[src/rtl/pwm_prescale_pkg.sv]
package pwm_prescale_pkg;

  localparam int PS_CODE_W    = 3;
  localparam int PS_MAX_SHIFT = 6;
  localparam logic [PS_CODE_W-1:0] PS_CODE_RESET = '1;

  typedef struct packed {
    logic                 use_div;
    logic [PS_CODE_W-1:0] code;
  } ps_cfg_t;

  localparam ps_cfg_t PS_CFG_RESET = '{use_div: 1'b0, code: PS_CODE_RESET};

endpackage

[src/rtl/ps_cfg_track.sv]
module ps_cfg_track
  import pwm_prescale_pkg::*;
(
  input  logic                 clk_i,
  input  logic                 rst_i,
  input  logic                 use_div_i,
  input  logic [PS_CODE_W-1:0] code_i,
  output ps_cfg_t              cfg_q,
  output logic                 restart_o
);

  ps_cfg_t cfg_d;

  always_comb begin
    cfg_d.use_div = use_div_i;
    cfg_d.code    = code_i;
  end

  // Restart whenever the presented setting differs from the captured one.
  assign restart_o = (cfg_d != cfg_q);

  always_ff @(posedge clk_i) begin
    if (rst_i) cfg_q <= PS_CFG_RESET;
    else       cfg_q <= cfg_d;
  end

  // the captured setting is the reset value in the cycle after reset
  assert_cfg_reset_R1: assert property (@(posedge clk_i)
    rst_i |=> (cfg_q == PS_CFG_RESET));

  // after a cycle without reset, the captured setting is the one presented then
  assert_cfg_capture_R6: assert property (@(posedge clk_i) disable iff (rst_i)
    1'b1 |=> (cfg_q.code == $past(code_i)) && (cfg_q.use_div == $past(use_div_i)));

endmodule

[src/rtl/ps_ratio_decode.sv]
module ps_ratio_decode
  import pwm_prescale_pkg::*;
#(
  parameter int MAX_SHIFT = PS_MAX_SHIFT
)(
  input  logic [PS_CODE_W-1:0] code_i,
  output logic [MAX_SHIFT-1:0] mask_o
);

  // Bit b of the mask is set when the code reaches b; this gives 2^(code+1)
  // as the ratio, and saturates once every bit is set.
  for (genvar b = 0; b < MAX_SHIFT; b++) begin : g_mask
    assign mask_o[b] = (int'(code_i) >= b);
  end

  always_comb begin
    // saturating codes select every counter bit
    if (int'(code_i) >= MAX_SHIFT - 1)
      assert_sat_mask_R4: assert (&mask_o);
    // the mask width tracks the code below saturation
    else
      assert_mask_width_R3: assert ($countones(mask_o) == int'(code_i) + 1);
  end

endmodule

[src/rtl/ps_counter.sv]
module ps_counter #(
  parameter int CNT_W = 6
)(
  input  logic             clk_i,
  input  logic             rst_i,
  input  logic             restart_i,
  input  logic [CNT_W-1:0] mask_i,
  output logic             hit_o
);

  logic [CNT_W-1:0] cnt_q;

  always_ff @(posedge clk_i) begin
    if (rst_i || restart_i) cnt_q <= '0;
    else                    cnt_q <= cnt_q + 1'b1;
  end

  // Hit when every selected low bit is one.
  assign hit_o = &(cnt_q | ~mask_i);

  // a restart leaves the counter at zero
  assert_restart_clears_R6: assert property (@(posedge clk_i) disable iff (rst_i)
    restart_i |=> (cnt_q == '0));

  // the counter steps by one without a restart
  assert_count_step_R3: assert property (@(posedge clk_i) disable iff (rst_i)
    (!restart_i && !$past(rst_i)) |=> (cnt_q == $past(cnt_q) + 1'b1));

endmodule

[src/rtl/pwm_clk_prescaler.sv]
module pwm_clk_prescaler
  import pwm_prescale_pkg::*;
#(
  parameter int MAX_SHIFT = PS_MAX_SHIFT
)(
  input  logic                 clk_i,
  input  logic                 rst_i,
  input  logic                 use_div_i,
  input  logic [PS_CODE_W-1:0] ratio_code_i,
  output logic                 tick_o
);

  ps_cfg_t              cfg_q;
  logic                 restart;
  logic [MAX_SHIFT-1:0] mask;
  logic                 hit;

  ps_cfg_track u_cfg (
    .clk_i     (clk_i),
    .rst_i     (rst_i),
    .use_div_i (use_div_i),
    .code_i    (ratio_code_i),
    .cfg_q     (cfg_q),
    .restart_o (restart)
  );

  ps_ratio_decode #(.MAX_SHIFT(MAX_SHIFT)) u_dec (
    .code_i (cfg_q.code),
    .mask_o (mask)
  );

  ps_counter #(.CNT_W(MAX_SHIFT)) u_cnt (
    .clk_i     (clk_i),
    .rst_i     (rst_i),
    .restart_i (restart),
    .mask_i    (mask),
    .hit_o     (hit)
  );

  assign tick_o = cfg_q.use_div ? hit : 1'b1;

  // bypass captured in the previous cycle keeps the tick high
  assert_bypass_high_R2: assert property (@(posedge clk_i) disable iff (rst_i)
    !use_div_i |=> tick_o);

  // no back-to-back ticks while dividing with a steady setting
  assert_single_tick_R7: assert property (@(posedge clk_i) disable iff (rst_i)
    (tick_o && cfg_q.use_div && !restart) |=> !tick_o);

  // the cycle after a restart into divided mode carries no tick
  assert_restart_gap_R6: assert property (@(posedge clk_i) disable iff (rst_i)
    (restart && use_div_i) |=> !tick_o);

endmodule

[config.mk]
export PLATFORM = sky130hd
export DESIGN_NAME = pwm_clk_prescaler
export DESIGN_NICKNAME = d
export VERILOG_FILES = /design/src/rtl/pwm_prescale_pkg.sv /design/src/rtl/ps_cfg_track.sv /design/src/rtl/ps_ratio_decode.sv /design/src/rtl/ps_counter.sv /design/src/rtl/pwm_clk_prescaler.sv
export SDC_FILE = /design/constraint.sdc
export NUM_CORES = 1
export LEC_CHECK = 0
export BUFFER_PORTS_ARGS = -buffer_cell sky130_fd_sc_hd__buf_2
export CORE_AREA = 2 2 39 41
export DETAILED_ROUTE_END_ITERATION = 10
export DIE_AREA = 0 0 41 43
export GPL_ROUTABILITY_DRIVEN = 1
export PLACE_DENSITY_LB_ADDON = 0.08
export REMOVE_ABC_BUFFERS = 1
export SYNTH_ARGS = -nofsm -noshare
export SYNTH_HDL_FRONTEND = slang
export SYNTH_HIERARCHICAL = 1
export SYNTH_SLANG_ARGS = --single-unit
[constraint.sdc]
create_clock -name clk_i -period 1.8 [get_ports clk_i]
set_clock_uncertainty 0.1 [all_clocks]
set_input_delay 0.54 -clock clk_i [delete_from_list [all_inputs] [get_ports clk_i]]
set_output_delay 0.54 -clock clk_i [all_outputs]
set_load 0.005 [all_outputs]
Yosys cells after proc, flatten, opt, wreduce, memory -nomap -nowiden
Index checks and enable logic that the tools add are counted.
Operators by class
  multiplexer cells: 1
  reduce and logical (&&, ||, !) cells: 2
  add/sub/neg operators: 1
  bitwise operators: 2
  $lt $le $gt $ge: 5
  equality and inequality tests: 1
Operators by type and width (number)
  6-bit by 1-bit adder with 6-bit output, second input constant: 1
  3-bit by 2-bit >= comparator with 1-bit output, second input constant: 2
  3-bit >= comparator, second input constant: 2
  6-bit NOT: 1
  6-bit OR: 1
  6-bit AND reduction: 1
  4-bit inequality test: 1
  3-bit by 1-bit >= comparator with 1-bit output, second input constant: 1
  1-bit logical OR: 1
  1-bit two-way mux: 1
Storage, ports and cells
  flip-flop bits (word level): 10
  logic and storage cells: 15
  input bits: 6
  output and inout bits: 1

Depth between registers and ports, before layout
Gate-level depths: netlist of run 1.
  depth after elaboration: 5
  depth in mapped cells: 5

Hierarchy
The synthesis of run 1 kept the hierarchy.
Modules (own cells, without submodules)
  ps_counter: sequential area each 120.1 µm², cells an instance 34, instances 1, area an instance 272.8 µm²
  ps_cfg_track: sequential area each 80.1 µm², cells an instance 13, instances 1, area an instance 146.4 µm²
  ps_ratio_decode: sequential area each 0.0 µm², cells an instance 7, instances 1, area an instance 43.8 µm²
  pwm_clk_prescaler: sequential area each 0.0 µm², cells an instance 1, instances 1, area an instance 6.3 µm²

Least setup slack after synthesis of run 1
OpenSTA, ideal clock, no wires.
  path kind: register -> output
  start: register u_cfg/cfg_q[1] (netlist name)
  end: output tick_o
  cell stages (with the launch flop): 6
  data required time: 1160 ps
  buffers on the path: 0
  path slack: 101 ps
  arrival: 1059 ps
  path through: dfxtp_1 or3_1 inv_1 o22ai_1 nor3_1 nand2b_1
Between the ends
  cells in the longest elaborated chain, start to end: 5
  elaborated cells on any way between the ends: 9
RTL lines
  3-bit by 1-bit >= comparator with 1-bit output: RTL line ps_ratio_decode.sv:13  | assign mask_o[b] = (int'(code_i) >= b);
  named net mask[1]: RTL line pwm_clk_prescaler.sv:15  | logic [MAX_SHIFT-1:0] mask;
  6-bit NOT: RTL line ps_counter.sv:19  | assign hit_o = &(cnt_q | ~mask_i);
  6-bit OR: RTL line ps_counter.sv:19
  6-bit AND reduction: RTL line ps_counter.sv:19
  named net hit: RTL line pwm_clk_prescaler.sv:16  | logic hit;
  1-bit two-way mux: RTL line pwm_clk_prescaler.sv:40  | assign tick_o = cfg_q.use_div ? hit : 1'b1;
  end: declaration: RTL line pwm_clk_prescaler.sv:10  | output logic tick_o
The timed path passes the listed nets, and every way through them passes these cells.

Worst setup path in the final report of run 1
  start: register u_cfg/cfg_q[1] (netlist name)
  end: output tick_o
Between the ends
  cells in the longest elaborated chain, start to end: 5
  elaborated cells on any way between the ends: 9
RTL lines (RTL line)
  3-bit by 2-bit >= comparator with 1-bit output: ps_ratio_decode.sv:13
  named net mask[2]: pwm_clk_prescaler.sv:15
  6-bit NOT: ps_counter.sv:19
  6-bit OR: ps_counter.sv:19
  6-bit AND reduction: ps_counter.sv:19
  named net hit: pwm_clk_prescaler.sv:16
  1-bit two-way mux: pwm_clk_prescaler.sv:40
The timed path passes the listed nets, and every way through them passes these cells.

==> results of run 1 <==
-- synth_stat cells --
cell / count / area share, %
xor2_1: 2 / 3.7
or3_1: 2 / 2.7
nand2_1: 1 / 0.80
or2_2: 1 / 1.3
nand3_1: 1 / 1.1
ha_1: 1 / 2.7
or2_1: 4 / 5.3
a21o_2: 1 / 1.9
inv_1: 7 / 5.6
buf_4: 1 / 1.6
o22ai_1: 3 / 4.0
o21ai_0: 1 / 1.1
nor2_1: 5 / 4.0
nand3_2: 1 / 2.1
xnor2_1: 5 / 9.3
a21oi_1: 1 / 1.1
nand4_1: 1 / 1.3
o21a_1: 1 / 1.6
dfxtp_1: 10 / 43
nor3_1: 1 / 1.1
nand2b_1: 1 / 1.3
clkbuf_1: 2 / 1.6
conb_1: 1 / 0.80
nor2b_1: 1 / 1.3
-- path summary, 6_finish.rpt --
check                       startpoint                        end  cells past startpoint
max reg2reg  u_cfg/cfg_q[2]$_SDFF_PP1_  u_cnt/cnt_q[5]$_SDFF_PP0_                      5
min                              rst_i  u_cfg/cfg_q[3]$_SDFF_PP0_                      2
min reg2reg  u_cnt/cnt_q[5]$_SDFF_PP0_  u_cnt/cnt_q[5]$_SDFF_PP0_                      2
max          u_cfg/cfg_q[1]$_SDFF_PP1_                     tick_o                      7
-- final cells by class --
class / instances / area, sq um
fillers: 148 / 785
multi-input cells: 35 / 228
flip-flops and latches: 10 / 203
repair buffers: 13 / 86.3
clock buffers: 4 / 36.3
inverters: 7 / 26.3
well taps: 16 / 20.0
-- kinds of logic (layout without fill, tap and decap cells) --
logic type,Yosys count,in the layout,synth area share (%)
flops,10,10,42.7
simple gates,19,19,22.4
other cells,1,1,0.799
fa+ha+maj,1,1,2.67
xor+xnor,7,7,13.1
buf+inv,10,24,8.80
compound gates,7,7,9.60
-- metrics by stage --
stage                     hold WS (ns)  setup WS (ns)  setup TNS [ns]  cells
after CTS                        0.363         -0.322          -0.322     85
after global routing             0.377         -0.399          -0.399     85
after global placement           0.385        -0.0359         -0.0359     81
final                            0.370         -0.299          -0.299     85
after floorplan                  0.340          0.101               0     52
after detailed placement         0.394        -0.0409         -0.0409     81
-- power by group --
part           internal (mW)  total (mW)  switching, mW
Combinational         0.0257      0.0418         0.0161
Clock                  0.123       0.206         0.0832
Sequential             0.227       0.232        0.00445
Total                  0.376       0.480          0.104
-- metal layers --
layer	up-vias	wire length (um)	GRT usage, %
met2	9	372	17.5
li1	200	-	-
met1	160	373	14.1
met5	-	0	0
met3	4	34	3.14
met4	0	31	10.0
-- sequential cells by signal, summed over array words and instances, names as in the netlist --
| register | cells |
|---|---|
| u_cnt/cnt_q | 6 |
| u_cfg/cfg_q | 4 |
-- repair_timing --
action                                  in CTS  in global routing
resized for setup                            3                  0
pin swaps                                    2                  0
endpoints found under the setup margin       1                  1
hold endpoints to repair                     0                  0
==> metrics.md, run 1 <==
| Metric | Value |
|---|---|
| Hold Path Class | in -> reg |
| Most frequent cells in the layout | dfxtp_1 (8), inv_1 (7), buf_2 (6), buf_4 (6) |
| Top delay family on crit path | simple AND/OR/NAND/NOR gates |
| Drt wl/cell | 9.55 um |
| Syn Inst Count | 55 |
| Arr. time, crit path | 1.46 ns |
| Pwr/cell area | roughly 800 mW/mm^2 |
| CTS max path bufs | 2 |
| Num CTS Buffers | 3 |
| Final min period | 2.10 ns |
| First-pass GRT wire length | 1370 um |
| Reg2reg setup slack | approximately 0.4 ns |
| Final wirelength | 812 um |
| CP Class | reg -> out |
| Worst path slowest cell | dfxtp_2 |
| Post-DP Area | ~560 sq um |
| Post-route DRC | 0 |
| Die W | 41 um |
| Initial antenna violation count | 0 |
| GRT Total Usage | approximately 12% |
| Initial DRC count | 1 |
| Layout cells sized above 1 | 31.9% |
| Clock transition at the registers of the reported paths | 0.07 ns |
| Root Buffer | clkbuf_4 |
| Worst-path maximum fanout | 3 |
| # IOs | 7 |
| H-tree levels | 1 |
| Port buffer count | 6 |
| Total gr overflow | 0 |
| Finished Core Util | 43.3% |
| Gpl congestion | 0.653 |
| Mean Syn Cell Area | 8.53 sq um |
| Largest net degree at the start of global routing | 7 |
| Fmax | ~0.48 GHz |
| RSZ-0062 raised after global routing | yes |
| P_leak | 0.272 nW |
| Setup crit end kind | output port |
| Vias per inst | between 4 and 5 |
| Post-CTS setup buffers | 0 |
| Core area | 0.00138 sq mm |
| Max-slew violations | 0 |
| Crit path required time | 1.16 ns |
| Die area | 0.00176 sq mm |
| Share of the clock period used by the worst path | 117% |
| P&R area growth vs syn | 27.7% |
| Fin. Hold Viols | 0 |
| Pre-Repair DR Iteration Count | 4 |
| Crit path cell chain | buf_4, or2_1, inv_1, o22ai_1, nor3_1, nand2b_1, buf_2 |
| Die height | 43 um |
| DRT antenna net count | 0 |
| Mapped cell area | 469 sq um |
| Commonest non-fill, non-tap cell in the layout | dfxtp_1 |
| CP max stage delay | 0.32 ns |
| Startpoint class of the critical path | flip-flop |
| Outcome | complete, but fails checks |
| CTS tree | yes |
| Sequential share of the synthesized area | 42.7% |
| # diodes | 0 |
| PnR Total Power | 0.480 mW |
| Site Rows | 14 |
| Setup Viol. Count Final | 1 |
| Yosys cell types | 24 |
| Fin nets | 77 |
| Post-route cell area | approximately 600 sq um |
| Vias in the first global route | 354 |
| Final Worst Setup Slack | -0.299 ns |
| Crit path buffers/inverters | 3 |
| HPWL Detailed | 656 um |
| Worst VDD drop | between 0.4 and 0.5 mV |
| DR vias | 373 |
| Starting Density | 33.9% |
| Worst skew pair latency | between 0.2 and 0.3 ns |
| Failing checks | setup timing |
| Max cap viols | 0 |
| Post-CTS Hold Fix Bufs | 0 |
| Yosys reg bits | 10 |
| Synthesis warning total | 6 |
| Sink Count | 10 |
Power figures use the tool's default switching activity.
==> run 2: changes to the inputs <==
Settings changed: BUFFER_PORTS_ARGS -buffer_cell sky130_fd_sc_hd__buf_2 to -buffer_cell sky130_fd_sc_hd__buf_4, GPL_ROUTABILITY_DRIVEN 1 to 0.
==> metrics.md, run 2 (synthesis results as in run 1) <==
| Metric | Value |
|---|---|
| Top delay family on crit path | simple AND/OR/NAND/NOR gates |
| Sink Count | 10 (unchanged) |
| Post-CTS Hold Fix Bufs | 0 (unchanged) |
| # diodes | 0 (unchanged) |
| Die W | 41 um (unchanged) |
| Drt wl/cell | 9.66 um (+1.1%) |
| Initial antenna violation count | 0 (unchanged) |
| Layout cells sized above 1 | 33.3% (+1.4 points) |
| Max-slew violations | 0 (unchanged) |
| Hold Path Class | in -> reg |
| Top reg by flops | u_cnt/cnt_q |
| Cells after DPL | 78 (-3.7%) |
| Post-placement worst setup slack | -0.0714 ns (-0.0305 ns) |
| DR vias | 348 (-6.7%) |
| Starting Density | 33.9% (unchanged) |
| Total gr overflow | 0 (unchanged) |
| Arr. time, crit path | 1.44 ns (-0.02 ns) |
| CTS tree | yes |
| Worst path slowest cell | dfxtp_2 |
| HPWL Detailed | 617 um (-5.9%) |
| Max cap viols | 0 (unchanged) |
| CP max stage delay | 0.32 ns (about the same) |
| Clock transition at the registers of the reported paths | 0.07 ns (about the same) |
| Pwr/cell area | 794 mW/mm^2 (-0.78%) |
| Vias in the first global route | 325 (-8.2%) |
| Share of the clock period used by the worst path | 115% (-1.3 points) |
| RSZ-0062 raised after global routing | yes |
| Post-CTS setup buffers | 0 (unchanged) |
| GRT Total Usage | 12.1% (unchanged) |
| Failing checks | setup timing |
| Post-route cell area | 599 sq um (unchanged) |
| Most frequent cells in the layout | buf_4 (10), dfxtp_1 (8), inv_1 (6), xnor2_1 (5), nor2_1 (5) |
| Fin nets | 74 (-3.9%) |
| Worst VDD drop | 0.280 mV (-30%) |
| Setup Viol. Count Final | 1 (unchanged) |
| Final Worst Setup Slack | -0.276 ns (+0.0232 ns) |
| Port buffer count | 6 (unchanged) |
| First-pass GRT wire length | 1350 um (-2.0%) |
| H-tree levels | 1 (unchanged) |
| Commonest non-fill, non-tap cell in the layout | buf_4 |
| Num CTS Buffers | 3 (unchanged) |
| DRT antenna net count | 0 (unchanged) |
| Worst skew pair latency | 0.26 ns (about the same) |
| Core area | 0.00138 sq mm (unchanged) |
| Non-filler instance count after layout | 82 (-3.5%) |
| Final wirelength | 792 um (-2.5%) |
| Finished Core Util | 43.3% (unchanged) |
| CTS max path bufs | 2 (unchanged) |
| Layout fillers | 149 (+0.68%) |
| Crit path required time | 1.16 ns (about the same) |
| # IOs | 7 (unchanged) |
| Vias per inst | 4.24 (-3.3%) |
| CP Class | reg -> out |
| Fmax | 0.482 GHz (+1.1%) |
| Sum Neg Setup Slack | -0.276 ns (+0.0232 ns) |
| Crit path cell chain | buf_4, a21o_2, inv_2, o22ai_2, nor3_2, nand2b_1, buf_4 |
| Crit path buffers/inverters | 3 (unchanged) |
| Worst-path maximum fanout | 3 (unchanged) |
| Top Registers | u_cnt/cnt_q (6), u_cfg/cfg_q (4) |
| Site Rows | 14 (unchanged) |
| Fin. Hold Viols | 0 (unchanged) |
| Initial DRC count | 3 (+2) |
| Die area | 0.00176 sq mm (unchanged) |
| Pre-Repair DR Iteration Count | 2 (-2) |
| Post-DP Area | 549 sq um (-1.3%) |
| Worst path most repeated cell | buf_4 |
| Setup crit end kind | output port |
| Outcome | complete, but fails checks |
| Startpoint class of the critical path | flip-flop |
| P&R area growth vs syn | 27.7% (unchanged) |
| Die height | 43 um (unchanged) |
| Final min period | 2.08 ns (-0.0232 ns) |
| Root Buffer | clkbuf_4 |
| Largest net degree at the start of global routing | 7 (unchanged) |
| Largest register FFs | 6 (unchanged) |
| P_leak | 0.274 nW (+0.70%) |
| Post-route DRC | 0 (unchanged) |
==> run 2: changes by cell type in the layout (fill, tap and decap cells not counted) <==
cell     change
buf_6        -1
o22ai_2      +1
nor3_1       -1
inv_2        +1
buf_2        -6
buf_4        +4
nor3_2       +1
o22ai_1      -1
inv_1        -1
==> run 2: routing by layer <==
layer	share of wire, %	GRT usage, %	routed length (um)	up-vias
li1	-	-	-	193
met2	46	14.7	366	7
met3	4.2	4.71	33	2
met5	0	0	0	-
met4	0.63	10.0	5	0
met1	49	16.0	386	146
==> run 2: metrics by stage <==
step           total power, mW  hold slack, ns
3_5_place_dp             0.277           0.373
2_1_floorplan            0.256           0.340
5_1_grt                  0.507           0.352
3_3_place_gp             0.277           0.365
6_report                 0.476           0.355
4_1_cts                  0.484           0.350
==> run 2: path summary, 6_finish.rpt <==
kind / from / endpoint / slack [ns] / depth (start not counted)
max reg2reg: u_cfg/cfg_q[2]$_SDFF_PP1_ / u_cnt/cnt_q[5]$_SDFF_PP0_ / 0.43 / 5
min reg2reg: u_cnt/cnt_q[0]$_SDFF_PP0_ / u_cnt/cnt_q[0]$_SDFF_PP0_ / 0.39 / 1
min: rst_i / u_cfg/cfg_q[3]$_SDFF_PP0_ / 0.36 / 2
max: u_cfg/cfg_q[1]$_SDFF_PP1_ / tick_o / -0.28 / 7
==> run 2: what timing repair did <==
| action | in CTS | in global routing |
|---|---|---|
| pin swaps | 1 | 0 |
| resized for setup | 1 | 4 |
| endpoints found under the setup margin | 1 | 1 |
==> run 2: area by class of cell <==
| type | instances | area (sq um) | area share [%] |
|---|---|---|---|
| Multi-Input combinational cell | 35 | 239 | 39.9 |
| Timing Repair Buffer | 10 | 75.1 | 12.5 |
| Sequential cell | 10 | 203 | 33.8 |
| Inverter | 7 | 26.3 | 4.38 |
| Tap cell | 16 | 20.0 | 3.34 |
| Clock buffer | 4 | 36.3 | 6.05 |
==> run 2: report_power, final <==
part,switching [mW],internal [mW],leakage (nW)
combinational,0.0152,0.0255,0.172
clock,0.0806,0.123,0.0210
sequential,0.00455,0.227,0.0813
total,0.100,0.375,0.274
